--- config.mk ---
export PLATFORM = sky130hd
export DESIGN_NAME = uart_irq_id
export DESIGN_NICKNAME = d
export VERILOG_FILES = /design/src/rtl/uart_irq_id.sv
export SDC_FILE = /design/constraint.sdc
export NUM_CORES = 1
export LEC_CHECK = 0
export ABC_AREA = 1
export BUFFER_PORTS_ARGS = -buffer_cell sky130_fd_sc_hd__buf_4
export CELL_PAD_IN_SITES_DETAIL_PLACEMENT = 1
export CELL_PAD_IN_SITES_GLOBAL_PLACEMENT = 1
export CORE_MARGIN = 5
export CORE_UTILIZATION = 26
export DETAILED_ROUTE_END_ITERATION = 10
export PLACE_DENSITY = 0.77
export SYNTH_ARGS = -nofsm -noshare
export SYNTH_HDL_FRONTEND = slang
export SYNTH_SLANG_ARGS = --single-unit
export TNS_END_PERCENT = 100
--- constraint.sdc ---
create_clock -name clk -period 1.4 [get_ports clk]
set_clock_uncertainty 0.2 [all_clocks]
set_input_delay 0 -clock clk [delete_from_list [all_inputs] [get_ports clk]]
set_output_delay 0 -clock clk [all_outputs]
set_load 0.01 [all_outputs]
--- src/rtl/uart_irq_id.sv ---
module uart_irq_id #(
  parameter int SEL_W     = 3,
  parameter int ID_W      = 8,
  parameter int SEL_DATA  = 0,
  parameter int SEL_IDENT = 2,
  parameter int SEL_LINE  = 5,
  parameter int SEL_MODEM = 6
) (
  input  logic            clk,
  input  logic            rst_n,
  input  logic            ev_line_err,
  input  logic            ev_rx_data,
  input  logic            ev_modem,
  input  logic            thr_empty,
  input  logic            host_rd,
  input  logic            host_wr,
  input  logic [SEL_W-1:0] host_sel,
  input  logic [3:0]      irq_en,
  output logic            irq,
  output logic [ID_W-1:0] irq_ident
);
  localparam int RX = 0, TX = 1, LN = 2, MD = 3;
  localparam logic [SEL_W-1:0] S_DATA  = SEL_W'(SEL_DATA);
  localparam logic [SEL_W-1:0] S_IDENT = SEL_W'(SEL_IDENT);
  localparam logic [SEL_W-1:0] S_LINE  = SEL_W'(SEL_LINE);
  localparam logic [SEL_W-1:0] S_MODEM = SEL_W'(SEL_MODEM);

  logic [3:0] pend, act, set, clr;
  logic       thr_q, tx_en_q;
  logic [2:0] code;

  assign act = pend & irq_en;
  assign irq = |act;

  always_comb begin
    if      (act[LN]) code = 3'b110;
    else if (act[RX]) code = 3'b100;
    else if (act[TX]) code = 3'b010;
    else if (act[MD]) code = 3'b000;
    else              code = 3'b001;
  end

  assign irq_ident = {{(ID_W-3){1'b0}}, code};

  assign set[LN] = ev_line_err;
  assign set[RX] = ev_rx_data;
  assign set[MD] = ev_modem;
  assign set[TX] = (thr_empty & ~thr_q) | (thr_empty & irq_en[TX] & ~tx_en_q);

  assign clr[LN] = host_rd && host_sel == S_LINE;
  assign clr[RX] = host_rd && host_sel == S_DATA;
  assign clr[MD] = host_rd && host_sel == S_MODEM;
  assign clr[TX] = (host_wr && host_sel == S_DATA) ||
                   (host_rd && host_sel == S_IDENT && code == 3'b010);

  always_ff @(posedge clk or negedge rst_n) begin
    if (!rst_n) begin
      pend    <= '0;
      thr_q   <= 1'b1;
      tx_en_q <= 1'b1;
    end else begin
      pend    <= set | (pend & ~clr);
      thr_q   <= thr_empty;
      tx_en_q <= irq_en[TX];
    end
  end
endmodule


# Yosys cells after proc, flatten, opt, wreduce, memory -nomap -nowiden
# Cells that the tools add are included.
# classes
n_eq_ne	4
bitwise_logic	10
n_shift	0
muxes	4
n_reduce_logical	9
magnitude_cmp	0
multipliers	0
n_addsub	0
div	0
# op_table
cell	count
$and 4x4->4	2
$eq 3x2->1 const B	2
$eq 3x3->1 const B	2
$logic_and 1x1->1	6
$mux 3	2
$not 4->4	1
$or 4x4->4	1
$reduce_or 4->1	1
$and 1x1->1	3
$logic_not 3->1	1
$mux 2	1
$not 1->1	2
$logic_or 1x1->1	1
$mux 1	1
$or 1x1->1	1
# word_totals
inputBits	15
mem_count	0
latch_bits	0
ramBits	0
output_inout_bits	9
ff_bits	6
romBits	0

# Longest topological paths before layout
# depth
depth_word	11
ltp_mapped	7
ltp_nobuf	7

# Least setup slack after synthesis
# No wires, ideal clock.
# synth_timing
path_kind	register to register
start	reg pend[0]
end	reg pend[1]
path_slack_ps	313
required_time_ps	1084
t_arrival_ps	771
setup_time_ps	116
path_stages_with_launch	7
cell_sequence	dfrtp_1 nand2_2 nand3_1 nand2_2 nand2_1 nand2_1 nand2_1
# synth_between
elab_chain_cells	9
# synth_rtl
item	line	rtl
start, declared	28	logic [3:0] pend, act, set, clr;
start signal, assigned	62	pend <= set | (pend & ~clr);
$and 4x4->4	32	assign act = pend & irq_en;
$mux 3	37	else if (act[RX]) code = 3'b100;
$mux 3	36	if (act[LN]) code = 3'b110;
via irq_ident[1]	20	output logic [ID_W-1:0] irq_ident
$eq 3x2->1	54	(host_rd && host_sel == S_IDENT && code == 3'b010);
$logic_and 1x1->1	54	
$logic_or 1x1->1	53	assign clr[TX] = (host_wr && host_sel == S_DATA) ||
$not 4->4	62	
$and 4x4->4	62	
$or 4x4->4	62	
# The timed path passes the listed nets, and every way through them passes these cells.

# Worst setup path after layout
# layout_timing
start	in irq_en[0]
end	out irq_ident[0]
# layout_between
elab_chain_cells	3
# layout_rtl
item	line	rtl
start, declared	18	input logic [3:0] irq_en,
$and 4x4->4	32	
$mux 3	37	
$mux 3	36	
end, declared	20	
# Every way passes these cells.

==> summary.txt <==
Critical path
  • Crit. End Element: output port
  • Critical R2R Launch: pend[0]
  • Setup CP Type: primary input to output port
  • Cell mode on critical path: buf_4
  • CP cell instances: dlygate4sd3_1, buf_4, nand2_2, nand4_1, inv_1, buf_4
  • Max FO, Critical Path: 3
  • Crit. Startpoint: irq_en[0]
  • Critical path required time: approximately 1200 ps
  • Worst setup SP type: primary input
  • CP bufs+invs: 4
  • Worst EP arrival: approximately 1100 ps
  • CP delay by family, top: buffers and inverters
  • Critical-path top delay cell: dlygate4sd3_1
  • Worst path max stage delay: between 500 and 600 ps

Logic synthesis
  • Seq/Total Area, Yosys: 0.425
  • Synth top cells by count: nand2_1 (8), buf_4 (5), inv_1 (5)
  • Most numerous cell in the Yosys netlist: nand2_1
  • Asr flop ratio synth: 1.00
  • Post-synthesis average cell area: 8.55 sq um
  • Synth area leaders: dfrtp_1 (28%), dfstp_2 (15%), buf_4 (10%)
  • Post-synth cell types: 15
  • Mapped cell area: 359 sq um
  • Ys flop type: dfrtp_1
  • #FFs+latches synth: 6
  • Cells after synthesis: 42
  • Top cell type's share of synthesized area: 0.279
  • EDFF count, synth: 0
  • Yosys warns: 0
  • Area leader, netlist: dfrtp_1

Placed design
  • Post-detail-place hpwl: between 800 and 900 um
  • Dpl cell area: a little under 500 sq um
  • Setup slack at placement: around 280 ps
  • # placed instances: 74
  • Gpl congestion: 0.697
  • PortBufs: 18

GRT
  • Total GRT Usage: 0.152
  • Number of global-route vias before repair: 474
  • Global-route wire length before repair: approximately 2.1 mm
  • Initial antenna violation count: 0
  • GRT overflow: 0
  • Largest net degree at the start of global routing: 5

Clocking
  • Post-CTS Setup Repair Bufs: 0
  • CTS tree: yes
  • Insertion delay to the later sink of the worst-skew pair: approximately 240 ps
  • CTS buffer count: 3
  • CTS Sinks: 6
  • CTS clk-pin slew, worst paths: 40 ps
  • CTS root buf: clkbuf_4
  • H-tree levels: 1
  • Clock Path Buffers: 2

Layout
  • Syn-to-layout area delta: 81.9%
  • # fillers: ~170
  • Final non-filler cell total: a little over 90
  • Share of cells above drive strength 1: 0.395
  • N_diodes: 0
  • Final #Nets: just over 90
  • Post-route design area: 653 sq um
  • Post-layout util: 0.502

Flow run
  • Max-cap violation count: 0

STA
  • Setup ws final: 66.7 ps
  • Setup total negative slack: 0 ps
  • Final hold violations: 0
  • Post-layout min period: around 1300 ps
  • Final worst hold slack: 45.1 ps
  • Finish-stage setup viols: 0
  • Slew Viols, Final: 0
  • RSZ-0062 raised after global routing: no
  • Fmax: between 700 and 800 MHz
  • Period Utilization, post-route: 0.952

Routing
  • Routed WL: between 1 and 1.5 mm
  • DRT iter0 DRCs: 0
  • Via count: between 400 and 500
  • TritonRoute pass-1 iters: 1
  • Post-DRT Antenna Nets: 0
  • Routed WL per cell: 14.6 um
  • Drt drc: 0
  • Via density: between 4 and 5

Power and ir drop
  • PwrDens: between 700 and 800 nW/um^2
  • Final Power: 0.481 mW
  • Maximum VDD drop: 0.491 mV
  • Lkg Pwr: between 0.3 and 0.4 nW

Floorplanning
  • Die Ht: 47.2 um
  • Core Region: around 1300 sq um
  • Core Rows: 13
  • Die ar.: approximately 2200 sq um
  • # IOs: 24
  • Initial Utilization: 0.276
  • Die extent in x: roughly 47 um

Status
  • Status: completed

Hold path
  • Worst Hold Class: primary input to async pin
-- final cells by class --
type / count / area, sq um / share of cell area
repair buffers: 32 / 275 / 0.421
multi-input cells: 30 / 165 / 0.253
flip-flops and latches: 6 / 153 / 0.234
clock buffers: 3 / 22.5 / 0.0345
inverters: 5 / 18.8 / 0.0287
well taps: 15 / 18.8 / 0.0287
-- cell usage in the layout, fill, tap and decap left out, drive strengths merged --
cell type / n
o21ai: 1
a21o: 3
nand3: 3
nand2: 13
nand3b: 1
buf: 18
dfstp: 2
clkbuf: 3
nand4: 2
inv: 5
nor2: 2
dfrtp: 4
dlygate4sd3: 14
conb: 5
-- sequential cells by signal, summed over array words and instances, names as in the netlist --
register,cells
thr_q,1
pend,4
tx_en_q,1
-- cell families after synthesis --
| kind of cell | share of synthesized area |
|---|---|
| AND/OR/NAND/NOR | 0.331 |
| buffers and inverters | 0.157 |
| flip-flops | 0.425 |
| AO/OA/AOI/OAI | 0.0766 |
| other | 0.0104 |
-- where the power goes --
group | internal (mW) | switching, mW | leakage (nW) | total (mW)
Combinational | 0.0746 | 0.0592 | 0.255 | 0.134
Sequential | 0.185 | 0.00509 | 0.0581 | 0.190
Clock | 0.0968 | 0.0601 | 0.0138 | 0.157
Total | 0.356 | 0.124 | 0.327 | 0.481
-- final timing paths --
path                            depth (start not counted)           end  slack (ps)
worst max-delay path                                    6  irq_ident[0]          70
worst min-delay path                                    2       tx_en_q          50
worst max register to register                          6       pend[1]         250
worst min register to register                          1       pend[3]         290
max in group asynchronous                               3       pend[0]         340
min in group clk                                        4           irq         170
-- routing by layer --
layer | part of all wire | GRT usage
met2 | 0.57 | 0.290
met5 | 0 | 0
met1 | 0.27 | 0.101
met4 | 0.093 | 0.155
met3 | 0.073 | 0.0651
-- what timing repair did --
item / in CTS / in global routing
gates resized for setup: 0 / 0
hold buffers: 14 / 0
hold endpoints to repair: 12 / 0
Power figures use the tool's default switching activity.
